<file path="src/rtl/fdep_pkg.sv">
`timescale 1ns/1ps
package fdep_pkg;
  typedef enum logic [1:0] {SEG_DATA = 2'b00, SEG_SYS = 2'b01, SEG_EXT = 2'b10} seg_e;
  typedef enum logic [1:0] {CC_ZERO = 2'b00, CC_POS = 2'b01, CC_NEG = 2'b10} cc_e;
  typedef enum logic [2:0] {ST_IDLE = 3'd0, ST_RD = 3'd1, ST_MRG = 3'd2,
                            ST_WR = 3'd3, ST_FIN = 3'd4} st_e;
  localparam int unsigned POPS_SHORT = 3;
  localparam int unsigned POPS_EXT   = 4;
endpackage

</file>
<file path="src/rtl/fdep_decode.sv">
`timescale 1ns/1ps
// Splits the stack words into address, segment, mask and data by command form.
module fdep_decode
  import fdep_pkg::*;
#(
  parameter int DW = 16,
  parameter int PW = 3,
  localparam int BW  = 2 * DW,
  localparam int MAW = BW - 1
) (
  input  logic [1:0]    op_i,
  input  logic [DW-1:0] a_i,
  input  logic [DW-1:0] b_i,
  input  logic [DW-1:0] c_i,
  input  logic [DW-1:0] d_i,
  output logic [MAW-1:0] addr_o,
  output logic [1:0]    seg_o,
  output logic [DW-1:0] mask_o,
  output logic [DW-1:0] data_o,
  output logic [PW-1:0] pops_o,
  output logic          misalign_o
);
  logic [BW-1:0] byte_addr;
  assign byte_addr = {b_i, a_i};

  always_comb begin
    if (op_i[1]) begin
      // extended form: byte address in two words, mask and data deeper down
      addr_o     = byte_addr[BW-1:1];
      seg_o      = SEG_EXT;
      mask_o     = c_i;
      data_o     = d_i;
      pops_o     = PW'(POPS_EXT);
      misalign_o = byte_addr[0];
    end else begin
      addr_o     = MAW'(a_i);
      seg_o      = op_i[0] ? SEG_SYS : SEG_DATA;
      mask_o     = b_i;
      data_o     = c_i;
      pops_o     = PW'(POPS_SHORT);
      misalign_o = 1'b0;
    end
  end
endmodule

</file>
<file path="src/rtl/fdep_merge.sv">
`timescale 1ns/1ps
// Bitwise field merge and sign/zero classification of the result.
module fdep_merge
  import fdep_pkg::*;
#(
  parameter int DW = 16
) (
  input  logic [DW-1:0] old_i,
  input  logic [DW-1:0] mask_i,
  input  logic [DW-1:0] data_i,
  output logic [DW-1:0] merged_o,
  output logic [1:0]    cc_o
);
  for (genvar i = 0; i < DW; i++) begin : g_bit
    assign merged_o[i] = mask_i[i] ? data_i[i] : old_i[i];
  end

  always_comb begin
    if (merged_o == '0)        cc_o = CC_ZERO;
    else if (merged_o[DW-1])   cc_o = CC_NEG;
    else                       cc_o = CC_POS;
  end
endmodule

</file>
<file path="src/rtl/fdep_ctrl.sv">
`timescale 1ns/1ps
// Sequencer: read, merge, write, finish; misaligned commands skip to finish.
module fdep_ctrl
  import fdep_pkg::*;
(
  input  logic clk,
  input  logic rst_n,
  input  logic cmd_valid_i,
  input  logic misalign_i,
  output logic cmd_ready_o,
  output logic accept_o,
  output logic rd_o,
  output logic cap_o,
  output logic wr_o,
  output logic done_o
);
  st_e st_q, st_d;

  assign cmd_ready_o = (st_q == ST_IDLE);
  assign accept_o    = cmd_valid_i && cmd_ready_o;
  assign rd_o        = (st_q == ST_RD);
  assign cap_o       = (st_q == ST_MRG);
  assign wr_o        = (st_q == ST_WR);
  assign done_o      = (st_q == ST_FIN);

  always_comb begin
    st_d = st_q;
    unique case (st_q)
      ST_IDLE: if (accept_o) st_d = misalign_i ? ST_FIN : ST_RD;
      ST_RD:   st_d = ST_MRG;
      ST_MRG:  st_d = ST_WR;
      ST_WR:   st_d = ST_FIN;
      ST_FIN:  st_d = ST_IDLE;
      default: st_d = ST_IDLE;
    endcase
  end

  always_ff @(posedge clk) begin
    if (!rst_n) st_q <= ST_IDLE;
    else        st_q <= st_d;
  end

  AST_RD_WR_EXCL: assert property (@(posedge clk) disable iff (!rst_n) !(rd_o && wr_o));
  AST_WR_TO_DONE: assert property (@(posedge clk) disable iff (!rst_n) wr_o |=> done_o);
  AST_DONE_SINGLE: assert property (@(posedge clk) disable iff (!rst_n) done_o |=> !done_o);
  AST_BUSY_STALLS: assert property (@(posedge clk) disable iff (!rst_n) accept_o |=> !cmd_ready_o);
  AST_MIS_NO_READ: assert property (@(posedge clk) disable iff (!rst_n)
    (accept_o && misalign_i) |=> (done_o && !rd_o));
endmodule

</file>
<file path="src/rtl/fdep_unit.sv">
`timescale 1ns/1ps
// Masked field deposit: stack operands in, read-modify-write on memory.
module fdep_unit
  import fdep_pkg::*;
#(
  parameter int DW = 16,
  parameter int PW = 3,
  localparam int MAW = 2 * DW - 1
) (
  input  logic           clk,
  input  logic           rst_n,
  input  logic           cmd_valid,
  output logic           cmd_ready,
  input  logic [1:0]     cmd_op,
  input  logic [DW-1:0]  stk_a,
  input  logic [DW-1:0]  stk_b,
  input  logic [DW-1:0]  stk_c,
  input  logic [DW-1:0]  stk_d,
  output logic           mem_rd_en,
  output logic           mem_wr_en,
  output logic [1:0]     mem_seg,
  output logic [MAW-1:0] mem_addr,
  output logic [DW-1:0]  mem_wdata,
  input  logic [DW-1:0]  mem_rdata,
  output logic           done,
  output logic [1:0]     cc,
  output logic           align_err,
  output logic [PW-1:0]  pop_cnt
);
  logic [MAW-1:0] addr_d, addr_q;
  logic [1:0]     seg_d, seg_q;
  logic [DW-1:0]  mask_d, mask_q, data_d, data_q;
  logic [PW-1:0]  pops_d, pops_q;
  logic           mis_d;
  logic           accept, cap, wr;
  logic [DW-1:0]  merged_w, merged_q;
  logic [1:0]     mcc_w, mcc_q;

  fdep_decode #(.DW(DW), .PW(PW)) u_dec (
    .op_i(cmd_op), .a_i(stk_a), .b_i(stk_b), .c_i(stk_c), .d_i(stk_d),
    .addr_o(addr_d), .seg_o(seg_d), .mask_o(mask_d), .data_o(data_d),
    .pops_o(pops_d), .misalign_o(mis_d)
  );

  fdep_ctrl u_ctrl (
    .clk(clk), .rst_n(rst_n), .cmd_valid_i(cmd_valid), .misalign_i(mis_d),
    .cmd_ready_o(cmd_ready), .accept_o(accept), .rd_o(mem_rd_en),
    .cap_o(cap), .wr_o(wr), .done_o(done)
  );

  fdep_merge #(.DW(DW)) u_mrg (
    .old_i(mem_rdata), .mask_i(mask_q), .data_i(data_q),
    .merged_o(merged_w), .cc_o(mcc_w)
  );

  assign mem_wr_en = wr;
  assign mem_addr  = addr_q;
  assign mem_seg   = seg_q;
  assign mem_wdata = merged_q;

  // operand capture on acceptance
  always_ff @(posedge clk) begin
    if (!rst_n) begin
      addr_q <= '0; seg_q <= SEG_DATA; mask_q <= '0; data_q <= '0; pops_q <= '0;
    end else if (accept) begin
      addr_q <= addr_d; seg_q <= seg_d; mask_q <= mask_d;
      data_q <= data_d; pops_q <= pops_d;
    end
  end

  // merge result registered the cycle read data is present
  always_ff @(posedge clk) begin
    if (!rst_n) begin
      merged_q <= '0; mcc_q <= CC_ZERO;
    end else if (cap) begin
      merged_q <= merged_w; mcc_q <= mcc_w;
    end
  end

  // completion status, aligned with done
  always_ff @(posedge clk) begin
    if (!rst_n) begin
      cc <= CC_ZERO; align_err <= 1'b0; pop_cnt <= '0;
    end else if (wr) begin
      cc <= mcc_q; align_err <= 1'b0; pop_cnt <= pops_q;
    end else if (accept && mis_d) begin
      align_err <= 1'b1; pop_cnt <= pops_d;
    end else begin
      align_err <= 1'b0; pop_cnt <= '0;
    end
  end

  AST_WRITE_MASKED: assert property (@(posedge clk) disable iff (!rst_n)
    mem_wr_en |-> (((mem_wdata ^ data_q) & mask_q) == '0));
  AST_CC_HOLD: assert property (@(posedge clk) disable iff (!rst_n) !done |-> $stable(cc));
  AST_POP_WITH_DONE: assert property (@(posedge clk) disable iff (!rst_n)
    done |-> (pop_cnt == PW'(POPS_SHORT) || pop_cnt == PW'(POPS_EXT)));
  AST_POP_IDLE_ZERO: assert property (@(posedge clk) disable iff (!rst_n) !done |-> pop_cnt == '0);
  AST_ALIGN_WITH_DONE: assert property (@(posedge clk) disable iff (!rst_n) align_err |-> done);
endmodule

</file>
<file path="config.mk">
export PLATFORM = sky130hd
export DESIGN_NAME = fdep_unit
export DESIGN_NICKNAME = d
export VERILOG_FILES = /design/src/rtl/fdep_pkg.sv /design/src/rtl/fdep_decode.sv /design/src/rtl/fdep_merge.sv /design/src/rtl/fdep_ctrl.sv /design/src/rtl/fdep_unit.sv
export SDC_FILE = /design/constraint.sdc
export NUM_CORES = 1
export LEC_CHECK = 0
export ABC_CLOCK_PERIOD_IN_PS = 1900
export BUFFER_PORTS_ARGS = -buffer_cell sky130_fd_sc_hd__buf_2
export CORE_MARGIN = 10
export CORE_UTILIZATION = 43
export DETAILED_ROUTE_END_ITERATION = 8
export PLACE_DENSITY = 0.74
export SLEW_MARGIN = 20
export SYNTH_ARGS = -nofsm -noshare
export SYNTH_HDL_FRONTEND = slang
export SYNTH_HIERARCHICAL = 1
export SYNTH_SLANG_ARGS = --single-unit
</file>
<file path="constraint.sdc">
create_clock -name clk -period 1.9 [get_ports clk]
set_clock_uncertainty 0.05 [all_clocks]
set_input_delay 0.095 -clock clk [delete_from_list [all_inputs] [get_ports clk]]
set_output_delay 0.095 -clock clk [all_outputs]
set_load 0.005 [all_outputs]
</file>
==> results.txt <==
The run finished with clean final reports. The logs give 5.21 mW for the power consumption and 0.391 for the sequential cell area fraction in the yosys report. The fraction of registers with async set/reset is 0. STA puts the critical path data arrival time at 1.83 ns.

Number of standard cells in the layout, taps in and fillers out: 690. The final-report max-slew violation count came out at 0. Traced cell by cell, the critical path runs through mux2_4 > nor4_2 > nand4_1 > nor2b_4 > mux2i_1 > nor2b_1. The worst setup path is captured at a flop. The number of hold-slack violations in the final timing report came out at 0.

The tools report the slack of the critical path as 0.256 ns. The sum of net half-perimeters after detailed placement was 8560 um; the largest stage delay on the critical path was 0.36 ns. Among all flip-flop cells after synthesis, the most frequent one is sky130_fd_sc_hd__dfxtp_1.

The netlist uses 31 different library cells. For the worst-skew pair, the clock arrives at the later sink with an insertion delay of 0.34 ns. For the wire length of the first global-routing pass, the log shows 18,400 um. The gate count of the mapped netlist is 418, and the y dimension of the die is 126 um.

Among all stages on the critical path, the largest delay is contributed by sky130_fd_sc_hd__nor4_2. The post-layout instance area came out at 5930 um^2. For this design, the CTS-stage hold fixing added 0 buffers. The routed layout has 3,356 vias. At the placement stage, the worst setup path has a slack of 0.263 ns.

The critical path contains buffers and inverters numbering 0 combined. Of all nets on the critical path, the largest fanout is 2. The biggest area contributor in the post-synthesis netlist is sky130_fd_sc_hd__dfxtp_1.

The core region is 11,000 um^2. Timing would allow up to 608 MHz. The max-slew headroom at the worst pin came out at 0.748. The logs give 0.140 for the global-route total usage across every layer and 0 for the leftover overflow at the end of global routing. For this run, design rule violations remaining after detail routing come to 0. The count of synthesis-stage warnings from yosys was 6. The buffer count from post-CTS setup fixing came out at 0.

Type of the worst setup path: flop to flop. The area growth from synthesis to layout is 21.7%. The commonest cells after synthesis are 95 x sky130_fd_sc_hd__dfxtp_1, 89 x sky130_fd_sc_hd__nor2b_1, 88 x sky130_fd_sc_hd__mux2i_1.

The count of input and output buffers was 143; the instance area after placement was 5610 um^2. No sink is reached through more buffers than the 2 on the longest clock path. The die is 126 um wide. Entering global routing, the biggest net connects 94 pins.

The tools report the overall die area as 16,000 um^2. STA classifies the critical path startpoint as a flop. Synthesis produced a netlist with a net count of 503. The peak ir drop on the vdd network is 0.505 mV. At the end of routability-driven placement, the weighted congestion stood at 0.732. Setup repair after global routing left no endpoint under its margin.

The net count of the finished layout is 632. The floorplan has 38 rows. The power density relative to cell area is 879 nW/um^2, and the fraction of layout cells with a size suffix above 1 is 0.435. The final setup TNS came out at 0 ns. The cell with the most instances after synthesis was sky130_fd_sc_hd__dfxtp_1. The run gives 95 as the total number of clock tree sinks. In this run the worst hold path is classified as primary input to flop. The slew at the pin with the worst max-slew slack is 0.377 ns, and the share of the clock period used by the worst path is 0.865. Max-cap violations in this run came to 0. The logs give 2.08 ns for the data required time at the worst endpoint and 4870 um^2 for the post-synth design cell area. TritonCTS built the clock tree.

The final critical-path required period is 1.64 ns, and the number of nets still failing antenna checks after routing is 0. The standby leakage power was 2.63 nW; the routed wirelength normalized by instance count was 16.7 um. Clock-pin slew was measured on the worst setup and hold paths at 0.07 ns. The run gives 0 as the final-report setup violation count.

Buffers inserted during clock tree synthesis total 9. In this run, placement finished with an instance count of 676. For the via count of the first global-routing pass, the log shows 3,488. In the post-synthesis netlist, the biggest area contributors are sky130_fd_sc_hd__dfxtp_1 39%, sky130_fd_sc_hd__mux2i_1 18%, sky130_fd_sc_hd__nor2b_1 11%.

The synthesized design contains 0 enable-type register cells. The number of antenna violations at the first check in global routing is 0. The wire length after detailed routing is 11,500 um, and the mean area per synthesized cell is 11.6 um^2.

The cell sitting at the root of the clock tree is a sky130_fd_sc_hd__clkbuf_16. For flop-to-flop paths, the worst setup slack is 0.26 ns. The number of design-rule violations left by the first detailed-router iteration was 155; the number of H-tree levels was 3. The number of vias per cell is 4.86. The number of antenna cells inserted was 0. Post-CTS repair changed the size of 0 cells. The starting utilization of the core area is 0.443.

Post-synthesis register bit count: 95. The top-area cell type share of the netlist area is 0.391. Broken down by cell family, the worst path's largest delay share belongs to simple AND/OR/NAND/NOR gates.

During I/O placement, the number of pins put on the boundary was 144. The first detailed-routing pass took 4 iterations.
## final timing paths
path / start / end / depth (start not counted)
max: mask_q[10] / mcc_q[0] / 6
min: cmd_valid / u_ctrl/st_q[0] / 3
max reg2reg: mask_q[10] / mcc_q[0] / 6
min reg2reg: pops_q[0] / pop_cnt[0] / 2
## sequential cells by signal, indices dropped and copies added, names as in the netlist, 3 cells and up
name         flops
mem_addr        31
data_q          16
pops_q           3
mask_q          16
u_ctrl/st_q      3
pop_cnt          3
mem_wdata       16
## stage by stage
stage | hold slack (ns) | utilization
3_3_place_gp | 0.351 | 0.510
4_1_cts | 0.00999 | 0.540
2_1_floorplan | 0.184 | -
3_5_place_dp | 0.361 | 0.510
6_report | 0.0229 | 0.540
5_1_grt | 0.00946 | 0.540
## cell type report
class                           instances  area [um^2]
Clock buffer                           11          253
Clock inverter                          3         67.6
Fill cell                             955         5060
Inverter                                2         7.51
Multi-Input combinational cell        288         2670
Sequential cell                        95         1900
Tap cell                              140          175
Timing Repair Buffer                  151          853
## layer usage
| layer | up-vias | GRT usage | wire [um] |
|---|---|---|---|
| met5 | - | 0 | 0 |
| met4 | 0 | 0.0536 | 225 |
| met3 | 14 | 0.0446 | 653 |
| met2 | 81 | 0.231 | 5610 |
| met1 | 1576 | 0.164 | 5030 |
| li1 | 1685 | - | - |
## cells by family after synthesis
| logic type | after synthesis | synth area share |
|---|---|---|
| AOI/OAI and AO/OA | 5 | 0.00822 |
| xor gates and xnor gates | 1 | 0.00180 |
| buffers and inverters | 35 | 0.0629 |
| DFF | 95 | 0.391 |
| muxes | 153 | 0.359 |
| and+or+nand+nor | 129 | 0.178 |
## report_power, final
| part | switching (mW) | total [mW] | internal [mW] | leakage (nW) |
|---|---|---|---|---|
| sequential | 0.0901 | 2.24 | 2.15 | 0.777 |
| clock | 0.735 | 1.95 | 1.21 | 0.154 |
| combinational | 0.452 | 1.03 | 0.579 | 1.70 |
## worst min-delay path, cell delays in order
cell and delay (ns):
sky130_fd_sc_hd__buf_2 0.12, sky130_fd_sc_hd__nand2b_1 0.08, sky130_fd_sc_hd__a211oi_2 0.06
## cell usage in the layout, fill, tap and decap left out, types with 4 or more instances in the layout
master,count
sky130_fd_sc_hd__dfxtp_1,95
sky130_fd_sc_hd__clkbuf_16,9
sky130_fd_sc_hd__mux2i_1,88
sky130_fd_sc_hd__nand2_1,4
sky130_fd_sc_hd__mux2_4,36
sky130_fd_sc_hd__nor2b_1,89
sky130_fd_sc_hd__buf_12,6
sky130_fd_sc_hd__buf_2,142
sky130_fd_sc_hd__and2_1,16
sky130_fd_sc_hd__mux2_2,29
Note: power is estimated with default switching activity, not from simulation.
